$ cat src/rtl/irq_pkg.sv
// Package: shared constants, types and the group-order table for the
// interrupt controller. Assumes exactly three groups of two sources.
package irq_pkg;
    localparam int NSRC  = 6;
    localparam int IDXW  = 3;
    localparam int NGRP  = 3;

    localparam logic [1:0] REG_REQ = 2'd0;
    localparam logic [1:0] REG_ENA = 2'd1;
    localparam logic [1:0] REG_PRI = 2'd2;

    typedef logic [IDXW-1:0] src_idx_t;

    // Group order, first group in the top two bits.
    function automatic logic [5:0] grp_order(input logic [2:0] sel);
        case (sel)
            3'd1:    return {2'd0, 2'd2, 2'd1};
            3'd2:    return {2'd1, 2'd0, 2'd2};
            3'd3:    return {2'd1, 2'd2, 2'd0};
            3'd4:    return {2'd2, 2'd0, 2'd1};
            3'd5:    return {2'd2, 2'd1, 2'd0};
            default: return {2'd0, 2'd1, 2'd2};
        endcase
    endfunction
endpackage

$ cat src/rtl/irq_edge_sync.sv
// Module: synchronizes one asynchronous pin and flags selected edges.
// Assumes the pin holds each level for at least STAGES clocks.
module irq_edge_sync #(
    parameter int STAGES = 2
) (
    input  logic clk,
    input  logic rst_n,
    input  logic pin,
    input  logic rise_en,
    input  logic fall_en,
    output logic evt
);
    logic [STAGES-1:0] chain;
    logic              prev;

    // Shift the pin through the synchronizer flops.
    generate
        for (genvar i = 0; i < STAGES; i++) begin : g_stage
            if (i == 0) begin : g_first
                always_ff @(posedge clk) begin
                    if (!rst_n) chain[0] <= 1'b0;
                    else        chain[0] <= pin;
                end
            end else begin : g_next
                always_ff @(posedge clk) begin
                    if (!rst_n) chain[i] <= 1'b0;
                    else        chain[i] <= chain[i-1];
                end
            end
        end
    endgenerate

    // Keep the last synchronized level for edge comparison.
    always_ff @(posedge clk) begin
        if (!rst_n) prev <= 1'b0;
        else        prev <= chain[STAGES-1];
    end

    // Report an edge of an enabled kind.
    always_comb begin
        evt = (rise_en &&  chain[STAGES-1] && !prev) ||
              (fall_en && !chain[STAGES-1] &&  prev);
    end
endmodule

$ cat src/rtl/irq_prio_pick.sv
// Module: picks the highest-ranked pending source from the group order
// and the per-group swap bits. Purely combinational.
module irq_prio_pick
    import irq_pkg::*;
(
    input  logic [NSRC-1:0] pend,
    input  logic [5:0]      prio_cfg,
    output logic            any_o,
    output src_idx_t        win_o
);
    logic [5:0] ord;

    // Walk groups in rank order, two members each, first hit wins.
    always_comb begin
        ord   = grp_order(prio_cfg[2:0]);
        any_o = 1'b0;
        win_o = '0;
        for (int pos = 0; pos < NGRP; pos++) begin
            logic [1:0] g;
            logic       sw;
            g  = ord[5-2*pos -: 2];
            sw = (g == 2'd0) ? prio_cfg[3] : (g == 2'd1) ? prio_cfg[4] : prio_cfg[5];
            for (int k = 0; k < 2; k++) begin
                logic [2:0] idx;
                idx = {g, sw ^ k[0]};
                if (!any_o && pend[idx]) begin
                    any_o = 1'b1;
                    win_o = idx;
                end
            end
        end
    end

    // The reported winner must be among the pending sources.
    always_comb begin
        if (any_o) begin
            p_win_pending_r7: assert (pend[win_o]);
        end
        p_none_when_idle_r6: assert (any_o == (pend != '0));
    end
endmodule

$ cat src/rtl/irq_vector_ctrl.sv
// Module: six-source interrupt controller top. Latches events, masks,
// prioritizes, grants with a vector and waits for the core's acknowledge.
// Assumes grant_ack is pulsed only while grant_valid is high.
module irq_vector_ctrl
    import irq_pkg::*;
#(
    parameter int          SYNC_STAGES = 2,
    parameter int          VEC_W       = 16,
    parameter logic [15:0] VEC_BASE    = 16'h0000
) (
    input  logic             clk,
    input  logic             rst_n,
    input  logic [2:0]       ext_pin,
    input  logic [1:0]       tmr_evt,
    input  logic             dsp_evt,
    input  logic             wr_en,
    input  logic [1:0]       wr_sel,
    input  logic [7:0]       wr_data,
    input  logic [1:0]       rd_sel,
    output logic [7:0]       rd_data,
    output logic             grant_valid,
    output logic [IDXW-1:0]  grant_src,
    output logic [VEC_W-1:0] grant_vec,
    input  logic             grant_ack
);
    localparam int NPIN = 3;

    logic [NSRC-1:0] req_q, ena_q;
    logic [1:0]      esel_q;
    logic            ge_q;
    logic [5:0]      prio_q;
    logic [NPIN-1:0] rise_en, fall_en, pin_evt;
    logic [NSRC-1:0] set_evt, pend;
    logic            any_win, take;
    src_idx_t        win;

    // Edge enables per pin from the edge-select field.
    always_comb begin
        rise_en = {esel_q[1], 1'b0, esel_q[0]};
        fall_en = {esel_q != 2'b10, 1'b1, esel_q != 2'b01};
    end

    generate
        for (genvar p = 0; p < NPIN; p++) begin : g_pin
            irq_edge_sync #(.STAGES(SYNC_STAGES)) u_sync (
                .clk(clk), .rst_n(rst_n), .pin(ext_pin[p]),
                .rise_en(rise_en[p]), .fall_en(fall_en[p]), .evt(pin_evt[p])
            );
        end
    endgenerate

    // Collect event pulses in request-bit order.
    always_comb begin
        set_evt = {tmr_evt[1], tmr_evt[0], dsp_evt, pin_evt};
        pend    = req_q & ena_q;
    end

    irq_prio_pick u_pick (
        .pend(pend), .prio_cfg(prio_q), .any_o(any_win), .win_o(win)
    );

    // Decide whether a grant is taken this cycle.
    always_comb begin
        take = ge_q && !grant_valid && any_win;
    end

    // Request register: software write, acknowledge clear, then events.
    always_ff @(posedge clk) begin
        if (!rst_n) begin
            req_q  <= '0;
            esel_q <= '0;
        end else begin
            logic [NSRC-1:0] nxt;
            nxt = req_q;
            if (wr_en && wr_sel == REG_REQ) begin
                nxt    = wr_data[NSRC-1:0];
                esel_q <= wr_data[7:6];
            end
            if (grant_valid && grant_ack) nxt[grant_src] = 1'b0;
            req_q <= nxt | set_evt;
        end
    end

    // Enable and priority registers; a taken grant clears the global enable.
    always_ff @(posedge clk) begin
        if (!rst_n) begin
            ena_q  <= '0;
            ge_q   <= 1'b0;
            prio_q <= '0;
        end else begin
            if (wr_en && wr_sel == REG_ENA) begin
                ena_q <= wr_data[NSRC-1:0];
                ge_q  <= wr_data[7];
            end
            if (wr_en && wr_sel == REG_PRI) prio_q <= wr_data[5:0];
            if (take) ge_q <= 1'b0;
        end
    end

    // Grant holder: set on take, held until acknowledge.
    always_ff @(posedge clk) begin
        if (!rst_n) begin
            grant_valid <= 1'b0;
            grant_src   <= '0;
        end else if (take) begin
            grant_valid <= 1'b1;
            grant_src   <= win;
        end else if (grant_valid && grant_ack) begin
            grant_valid <= 1'b0;
        end
    end

    // Vector address and register read-back.
    always_comb begin
        grant_vec = VEC_BASE + VEC_W'({grant_src, 1'b0});
        case (rd_sel)
            REG_REQ: rd_data = {esel_q, req_q};
            REG_ENA: rd_data = {ge_q, 1'b0, ena_q};
            REG_PRI: rd_data = {2'b00, prio_q};
            default: rd_data = 8'h00;
        endcase
    end

    p_grant_pending_r6: assert property (@(posedge clk) disable iff (!rst_n)
        $rose(grant_valid) |-> ((($past(pend) >> grant_src) & 6'd1) != 0) && $past(ge_q));

    p_take_clears_ge_r8: assert property (@(posedge clk) disable iff (!rst_n)
        $rose(grant_valid) |-> !ge_q);

    p_grant_hold_r9: assert property (@(posedge clk) disable iff (!rst_n)
        grant_valid && !grant_ack |=> grant_valid && $stable(grant_src));

    p_polled_quiet_r5: assert property (@(posedge clk) disable iff (!rst_n)
        !ge_q && !grant_valid |=> !grant_valid);

    p_ack_clears_r10: assert property (@(posedge clk) disable iff (!rst_n)
        grant_valid && grant_ack && !(wr_en && wr_sel == REG_REQ) && !set_evt[grant_src]
        |=> !grant_valid && !req_q[$past(grant_src)]);
endmodule

$ cat config.mk
export PLATFORM = sky130hd
export DESIGN_NAME = irq_vector_ctrl
export DESIGN_NICKNAME = d
export VERILOG_FILES = /design/src/rtl/irq_pkg.sv /design/src/rtl/irq_edge_sync.sv /design/src/rtl/irq_prio_pick.sv /design/src/rtl/irq_vector_ctrl.sv
export SDC_FILE = /design/constraint.sdc
export NUM_CORES = 1
export LEC_CHECK = 0
export BUFFER_PORTS_ARGS = -buffer_cell sky130_fd_sc_hd__buf_2
export CAP_MARGIN = 30
export CORE_MARGIN = 8
export CORE_UTILIZATION = 40
export CTS_CLUSTER_DIAMETER = 200
export DETAILED_ROUTE_END_ITERATION = 6
export PLACE_DENSITY = 0.73
export SLEW_MARGIN = 20
export SYNTH_ARGS = -nofsm -noshare
export SYNTH_HDL_FRONTEND = slang
export SYNTH_SLANG_ARGS = --single-unit
$ cat constraint.sdc
create_clock -name clk -period 3.3 [get_ports clk]
set_clock_uncertainty 0.2 [all_clocks]
set_input_delay 0.495 -clock clk [delete_from_list [all_inputs] [get_ports clk]]
set_output_delay 0.495 -clock clk [all_outputs]
set_load 0.005 [all_outputs]
Word level (Yosys, flattened, before mapping)
Cells that the tools add are included.
{"block": "totals", "ff_bits": 34, "out_inout_bits": 28}
{"block": "op_classes", "order_cmp": 8, "eq_ne": 14, "mux": 40, "bitwise": 8, "n_reduce_logical": 41}
{"cell": "case mux 6 bit (5 select lines)", "n": 1}
{"cell": "less-than comparator 3 x 4 -> 1 bit, second input constant", "n": 7}
{"cell": "2-to-1 mux 6 bit", "n": 4}
{"cell": "case mux 8 bit (3 select lines)", "n": 1}
{"cell": "logical AND 1 bit", "n": 21}
{"cell": "2-to-1 mux 1 bit", "n": 21}
{"cell": "binary-select mux 1 bit (select 3 bit)", "n": 6}
{"cell": "2-to-1 mux 3 bit", "n": 6}
{"cell": "AND 6 bit", "n": 2}
{"cell": "logical NOT 1 bit", "n": 11}
{"cell": "equality test 2 x 1 -> 1 bit, second input constant", "n": 5}
{"cell": "logical NOT 2 bit", "n": 5}
{"cell": "equality test 3 x 2 -> 1 bit, second input constant", "n": 2}
{"cell": "equality test 3 bit, second input constant", "n": 2}
{"cell": "inverter 6 bit", "n": 1}
{"cell": "OR 6 bit", "n": 1}
{"cell": "equality test 2 bit, second input constant", "n": 2}
{"cell": "inverter 1 bit", "n": 4}
{"cell": "demux 1 bit (select 3 bit)", "n": 1}
{"cell": "equality test 3 x 1 -> 1 bit, second input constant", "n": 1}
{"cell": "greater-or-equal comparator 3 x 1 -> 1 bit, second input constant", "n": 1}
{"cell": "logical OR 1 bit", "n": 2}
{"cell": "!= test 2 x 1 -> 1 bit, second input constant", "n": 1}
{"cell": "!= test 2 bit, second input constant", "n": 1}
{"cell": "2 further kinds", "n": 2}

Logic depth before layout (Yosys ltp)
Gate-level depths: netlist of run 1.
{"block": "depth", "ltp_word": 25, "mapped_depth": 12, "ltp_nobuf": 10}

Hierarchy
From an unflattened synthesis of run 1, not the netlist that was laid out.
{"block": "hier_totals", "hier_cells": 277, "area_unflattened_um2": 2361.0}
{"mod": "irq_vector_ctrl", "n_inst": 1, "cells_each": 154, "area_each_um2": 1378.8}
{"mod": "irq_prio_pick", "n_inst": 1, "cells_each": 96, "area_each_um2": 700.7}
{"mod": "irq_edge_sync", "n_inst": 3, "cells_each": 9, "area_each_um2": 93.8}

Worst setup path after synthesis of run 1
No wires, ideal clock.
{"block": "synth_path", "kind": "flip-flop to flip-flop", "startpoint": "register prio_q[1]", "endpoint": "register grant_src[1]", "t_arrival_ns": 2.666, "setup_slack_ns": 0.319, "stages_incl_launch_ff": 13, "period_less_slack_ns": 2.981, "cell_sequence": "dfxtp_1 > buf_4 > inv_1 > ha_1 > buf_2 > inv_2 > mux2i_4 > mux4_1 > nor2_1 > a311oi_4 > a311oi_4 > nor2_1 > a31o_1"}
{"block": "synth_between", "elab_chain_cells": 24, "word_cells_on_any_way": 56, "classes_between": "eq/ne: 8; mux: 31; bitwise: 3; reduce/logical: 14"}
{"item": "start, declared", "line_no": "irq_vector_ctrl.sv:31", "source": "logic [5:0] prio_q;"}
{"item": "start signal, assigned", "line_no": "irq_vector_ctrl.sv:95", "source": "if (wr_en && wr_sel == REG_PRI) prio_q <= wr_data[5:0];"}
{"item": "equality test 3 bit, or another cell as far along", "line_no": "irq_pkg.sv:16", "source": "case (sel)"}
{"item": "case mux 6 bit (5 select lines) *", "line_no": "irq_pkg.sv:16"}
{"item": "equality test 2 x 1 -> 1 bit", "line_no": "irq_prio_pick.sv:22", "source": "sw = (g == 2'd0) ? prio_cfg[3] : (g == 2'd1) ? prio_cfg[4] : prio_cfg[5];"}
{"item": "2-to-1 mux 1 bit (2 in series)", "line_no": "irq_prio_pick.sv:22"}
{"item": "binary-select mux 1 bit (select 3 bit)", "line_no": "irq_prio_pick.sv:26", "source": "if (!any_o && pend[idx]) begin"}
{"item": "2-to-1 mux 1 bit (not written as such)", "line_no": "irq_prio_pick.sv:26"}
{"item": "2-to-1 mux 1 bit", "line_no": "irq_prio_pick.sv:26"}
{"item": "logical NOT 1 bit", "line_no": "irq_prio_pick.sv:26"}
{"item": "[7 not listed]"}
{"item": "2-to-1 mux 1 bit", "line_no": "irq_prio_pick.sv:26"}
{"item": "logical NOT 1 bit", "line_no": "irq_prio_pick.sv:26"}
{"item": "logical AND 1 bit", "line_no": "irq_prio_pick.sv:26"}
{"item": "2-to-1 mux 1 bit", "line_no": "irq_prio_pick.sv:26"}
{"item": "logical NOT 1 bit", "line_no": "irq_prio_pick.sv:26"}
{"item": "logical AND 1 bit", "line_no": "irq_prio_pick.sv:26"}
{"item": "2-to-1 mux 1 bit", "line_no": "irq_prio_pick.sv:26"}
{"item": "logical AND 1 bit", "line_no": "irq_vector_ctrl.sv:64", "source": "take = ge_q && !grant_valid && any_win;"}
{"item": "end signal, assigned", "line_no": "irq_vector_ctrl.sv:107", "source": "grant_src <= win;"}
{"item": "end, declared", "line_no": "irq_vector_ctrl.sv:22", "source": "output logic [IDXW-1:0] grant_src,"}
Every way passes the cells marked *; elsewhere a longest branch is shown, timed or not. The select of a mux whose other input is x is not followed.
A chain may end at the register's enable or synchronous reset.

Worst setup path after layout of run 1
Ends and elaborated chain as after synthesis.

==> impl_metrics.json, run 1 <==
{
  "worst-slew-pin-transition_ns": 0.533,
  "cp.depth": 11,
  "synth_top_area_frac": 0.280,
  "drv_cap": 0,
  "clockBufferDepth": 2,
  "syn2layout_area_growth_pct": 11.5,
  "p_leak_nw": 1.13,
  "criticalPathCategory": "reg -> reg",
  "cts_tree": "yes",
  "slowest_delay_ns": 0.39,
  "min_period_ns": 3.17,
  "drt_iter0_drc": 109,
  "drc": 0,
  "port_buffers": 36,
  "numClockSinks": 34,
  "cp-start-kind": "flip-flop",
  "clock-root-buffer": "clkbuf_8",
  "via_count": 2203,
  "grt_util_all_layers": 0.142,
  "synthesis.area_mm2": 0.00243,
  "postSynthCellCount": 291,
  "fin_nets": 348,
  "first_pass_iters": 6,
  "async_flop_share": 0,
  "path_cells": "inv_1 -> ha_2 -> or2_1 -> a311oi_1 -> o211ai_1 -> a211oi_2 -> a211oi_2 -> a311oi_4 -> buf_4 -> nor2_1 -> a31o_1",
  "outcome": "complete, no violations",
  "final_common_cell": "buf_2",
  "synth.avg_cell_area_um2": 8.35,
  "grt_max_degree": 36,
  "wl_mm": 6.22,
  "highest_layer": "met4",
  "setup_violations": 0,
  "synth_top_area_cell": "dfxtp_1",
  "hold_path_depth": 2,
  "hold_viol_final": 0,
  "io_pins": 50,
  "route.met3.wl_um": 394,
  "synth-seq-cells": 34,
  "numCtsBuffers": 5,
  "worstPathArrival_ns": 3.15,
  "drive_gt1_frac": 0.212,
  "yosysUniqueCellTypes": 55,
  "route.met2.wl_mm": 3.00,
  "post_drt_wl_per_cell_um": 15.6,
  "synth-edff-count": 0,
  "seq_area_frac_synth": 0.280,
  "fin_crit_sh": 0.961,
  "cp_common_cell": "a211oi_2",
  "clkTransAtPathRegs_ns": 0.07,
  "gp_congestion": 0.865,
  "max_slew_margin": 0.644,
  "crit_fanout": 9,
  "hold_buffers": 0,
  "coreArea_mm2": 0.00589,
  "final.setup.tns_ns": 0,
  "grt_pass1_vias": 2195,
  "powerDensity_mw_per_mm2": 345,
  "critPathSlowestCell": "a211oi_2",
  "die_w_um": 93.9,
  "whs_ns": 0.216,
  "rows": 28,
  "chipHeight_um": 93.9,
  "worstPathRequired_ns": 3.27,
  "start_util": 0.413,
  "via_per_inst": 5.51,
  "hp-class": "in -> reg",
  "critical_path_buf_inv_count": 2,
  "dp_hpwl_mm": 4.69,
  "synth_ff_type": "dfxtp_1",
  "antenna_cells": 0,
  "gr-total-overflow": 0,
  "cts_max_level": 2,
  "clkLatencyLatePin_ns": 0.28,
  "maxSlewViolCount": 0,
  "final_cell_mix": "buf_2 (36), dfxtp_1 (34), nand2_1 (25)",
  "finalWorstSetupSlack_ns": 0.128,
  "vdd_drop_max_mv": 0.347,
  "synth.area.top_cells": "dfxtp_1 (28%), mux2i_1 (9.9%), buf_4 (5.3%)",
  "pre_cts_ws_ns": 0.209,
  "grt_pass1_wl_mm": 10.2,
  "clock.fmax_mhz": 315,
  "ys_warn_count": 0,
  "reg2reg_depth": 11,
  "antenna_found_initial": 0,
  "drt-met1-wl_mm": 2.64,
  "ant_nets": 0,
  "cp_top_family": "compound AO/OA/AOI/OAI gates",
  "dieArea_mm2": 0.00882,
  "endpoint_kind": "flip-flop"
}
## stage by stage
step	util	total power, W	instances	cell area [um^2]
after floorplan	-	0.000589	303	2470
after global placement	0.439	0.000623	388	2580
after detailed placement	0.439	0.000625	388	2580
after CTS	0.455	0.000942	396	2680
after global routing	0.460	0.000980	400	2710
final	0.460	0.000935	400	2710
## routing by layer
layer,track usage,up-vias
li1,-,1071
met3,0.0248,18
met1,0.164,1019
met2,0.246,95
met4,0.0727,0
met5,0,-
## timing repair
action / 4_1_cts / 5_1_grt
buffers inserted: 0 / 4
gates resized for setup: 0 / 1
endpoints found under the setup margin: 0 / 3
## cells in the mapped netlist (4+ instances only)
master,instances
dfxtp_1,34
and2_1,15
nand3_1,4
nor2b_1,17
o21a_1,7
clkbuf_1,8
buf_4,17
nand2_1,25
inv_1,12
nor3b_1,10
mux2i_1,24
a31oi_1,4
nand3b_1,7
o21ai_0,17
a21oi_1,10
nor2_1,17
o21ai_1,4
## final timing paths
check                                start                        to  slack (ns)
setup / recovery                 prio_q[1]              grant_src[1]        0.13
setup reg to reg                 prio_q[1]              grant_src[1]        0.13
hold reg to reg   g_pin[0].u_sync.chain[0]  g_pin[0].u_sync.chain[1]        0.24
hold / removal                  ext_pin[2]  g_pin[2].u_sync.chain[0]        0.22
## worst register-to-register path, cell delays in order, from the launching register on
cell and delay (ns):
dfxtp_1 0.38, inv_1 0.08, ha_2 0.36, or2_1 0.25, a311oi_1 0.30, o211ai_1 0.22, a211oi_2 0.39, a211oi_2 0.11
a311oi_4 0.38, buf_4 0.19, nor2_1 0.04, a31o_1 0.17
## logic make-up (layout without fill, tap and decap cells)
group | after synthesis | after routing | share of synthesized area
AND/OR/NAND/NOR | 108 | 108 | 0.247
multiplexers | 30 | 30 | 0.139
AO/OA/AOI/OAI | 72 | 72 | 0.219
buffers and inverters | 44 | 66 | 0.103
other | 1 | 13 | 0.00154
flip-flops | 34 | 34 | 0.280
adder cells (fa/ha/maj) | 2 | 2 | 0.0103
## final cells by class
cell class / count / area, um^2
timing repair buffer: 45 / 248
tap: 75 / 93.8
inverter: 13 / 48.8
multi-input combinational: 225 / 1550
clock buffer: 7 / 86.3
sequential: 34 / 681
clock inverter: 1 / 5.00
fill: 600 / 3180
## registers in the layout, summed over array words and instances (netlist names)
signal,flops
prio_q,6
req_q,6
esel_q,2
grant_src,3
ge_q,1
ena_q,6
grant_valid,1
g_pin.u_sync.prev,3
g_pin.u_sync.chain,6
## where the power goes
group	internal [W]	switching (W)	leakage (nW)	total, W
combinational	0.0000798	0.0000940	0.802	0.000174
sequential	0.000428	0.0000216	0.278	0.000449
clock	0.000168	0.000143	0.0482	0.000312
total	0.000676	0.000259	1.13	0.000935
No activity file was read; power rests on OpenSTA's default activity.
==> inputs of run 2 (changes only) <==
--- a/config.mk
+++ b/config.mk
@@ -13,4 +13,5 @@
 export DETAILED_ROUTE_END_ITERATION = 6
 export PLACE_DENSITY = 0.73
+export REMOVE_ABC_BUFFERS = 1
 export SLEW_MARGIN = 20
 export SYNTH_ARGS = -nofsm -noshare
==> constraint.sdc (replaced) <==
create_clock -name clk -period 3.3 [get_ports clk]
set_clock_uncertainty 0.2 [all_clocks]
set_input_delay 0.165 -clock clk [delete_from_list [all_inputs] [get_ports clk]]
set_output_delay 0.165 -clock clk [all_outputs]
set_load 0.005 [all_outputs]
==> impl_metrics.json, run 2 (synthesis gave the netlist of run 1 again) <==
{
  "outcome": "complete, no violations",
  "regToRegEndpoint": "grant_src[0]",
  "grt_pass1_wl_mm": 10.3,
  "post-cts-setup-buffers": 0,
  "min_period_ns": 3.11,
  "slowest_delay_ns": 0.44,
  "worstPathArrival_ns": 3.07,
  "grt_util_all_layers": 0.141,
  "numClockSinks": 34,
  "reg2reg_from": "prio_q[1]",
  "grt_max_degree": 36,
  "cts_tree": "yes",
  "crit_fanout": 9,
  "coreArea_mm2": 0.00589,
  "clkTransAtPathRegs_ns": 0.07,
  "hold_viol_final": 0,
  "vdd_drop_max_mv": 0.218,
  "clockBufferDepth": 2,
  "fin_crit_sh": 0.942,
  "maxSlewViolCount": 0,
  "clkLatencyLatePin_ns": 0.28,
  "start_util": 0.413,
  "clock.fmax_mhz": 322,
  "gp_congestion": 0.840,
  "numCtsBuffers": 5,
  "port_buffers": 36,
  "die_w_um": 93.9,
  "worstPathRequired_ns": 3.26,
  "hp-class": "in -> reg",
  "p_int_w": 0.000660,
  "p_leak_nw": 1.14,
  "hold_end": "grant_valid",
  "drv_cap": 0,
  "dieArea_mm2": 0.00882,
  "hold_path_depth": 3,
  "pwr-share-seq": 0.492,
  "final_cell_mix": "buf_2 (36), dfxtp_1 (34), nand2_1 (25)",
  "cts_max_level": 2,
  "syn2layout_area_growth_pct": 14.8,
  "critical_path_buf_inv_count": 1,
  "path_cells": "inv_1 -> ha_2 -> nor4b_2 -> or2_4 -> a311oi_1 -> o21ai_1 -> a211oi_2 -> a311oi_4 -> o221ai_1 -> a31oi_1",
  "dp_hpwl_mm": 4.60,
  "setup_violations": 0,
  "hold_start": "grant_ack",
  "pwr-share-clk": 0.309,
  "ant_nets": 0,
  "post_drt_wl_per_cell_um": 15.0,
  "final_common_cell": "buf_2",
  "gr-total-overflow": 0,
  "wl_mm": 6.10,
  "critPathSlowestCell": "ha_2",
  "cp-start-kind": "flip-flop",
  "rows": 28,
  "reg2reg_depth": 10,
  "final.setup.tns_ns": 0,
  "sw_frac_of_total": 0.277,
  "endpoint_kind": "flip-flop",
  "powerDensity_mw_per_mm2": 327,
  "cp_top_family": "compound AO/OA/AOI/OAI gates",
  "io_pins": 50,
  "drive_gt1_frac": 0.196,
  "max_slew_margin": 0.380,
  "grt_pass1_vias": 2271,
  "criticalPathCategory": "reg -> reg",
  "antenna_found_initial": 0,
  "power_w": 0.000913,
  "drt_iter0_drc": 237,
  "drc": 0,
  "first_pass_iters": 5,
  "clock-root-buffer": "clkbuf_8",
  "comb_power_share": 0.198,
  "nFillCells": 604,
  "via_per_inst": 5.46,
  "antenna_cells": 0,
  "p_switching_w": 0.000253,
  "rsz0062_at_grt": "no",
  "via_count": 2216,
  "r2r_slack_ns": 0.19,
  "fin_nets": 355,
  "chipHeight_um": 93.9,
  "worst-slew-pin-transition_ns": 0.927
}
## run 2: worst min-delay path: stages
cell and delay, ns:
buf_2 0.10, nor2b_1 0.04, o21a_1 0.16
## run 2: worst max-delay path by stage
stage	startpoint	endpoint	slack, ns	cells past startpoint
floorplan	prio_q[2]	grant_src[1]	0.22	10
global placement	prio_q[1]	grant_src[1]	0.25	10
CTS	prio_q[1]	grant_src[0]	0.17	10
detailed placement	prio_q[1]	grant_src[0]	0.22	10
finish	prio_q[1]	grant_src[0]	0.19	10
global route	prio_q[1]	grant_src[1]	0.005	10
## run 2: final cells by class
class | count | area, um^2 | share of cell area
Multi-Input combinational cell | 225 | 1560 | 0.559
Clock buffer | 7 | 76.3 | 0.0274
Sequential cell | 34 | 681 | 0.244
Tap cell | 75 | 93.8 | 0.0337
Timing Repair Buffer | 52 | 330 | 0.118
Inverter | 13 | 48.8 | 0.0175
## run 2: what timing repair did
action,4_1_cts,5_1_grt
endpoints found under the setup margin,0,3
hold endpoints to repair,15,0
hold buffers,12,0
resized for setup,0,3
## run 2: metrics by stage
stage | instance area [um^2] | utilization | worst slack, ns | hold slack (ns) | instances
3_5_place_dp | 2580 | 0.439 | 0.224 | 0.175 | 387
2_1_floorplan | 2270 | - | 0.221 | 0.0825 | 272
4_1_cts | 2780 | 0.472 | 0.174 | 0.0279 | 406
3_3_place_gp | 2580 | 0.439 | 0.248 | 0.172 | 387
6_report | 2790 | 0.474 | 0.192 | 0.0359 | 406
5_1_grt | 2790 | 0.474 | 0.00467 | 0.0483 | 406
## run 2: power by group through the flow
stage                     clock (W)  combinational, W  sequential [W]
after floorplan                   0          0.000114        0.000452
after global placement            0          0.000164        0.000457
after detailed placement          0          0.000167        0.000458
after CTS                  0.000285          0.000179        0.000448
after global routing       0.000303          0.000201        0.000452
final                      0.000282          0.000181        0.000449
## run 2: layer usage
metal  global-route usage  routed length [um]  vias to the layer above
met1                0.174                2720                     1030
met3               0.0232                 383                       14
met4               0.0502                 104                        0
met2                0.240                2890                       88
li1                     -                   -                     1084
met5                    0                   0                        -
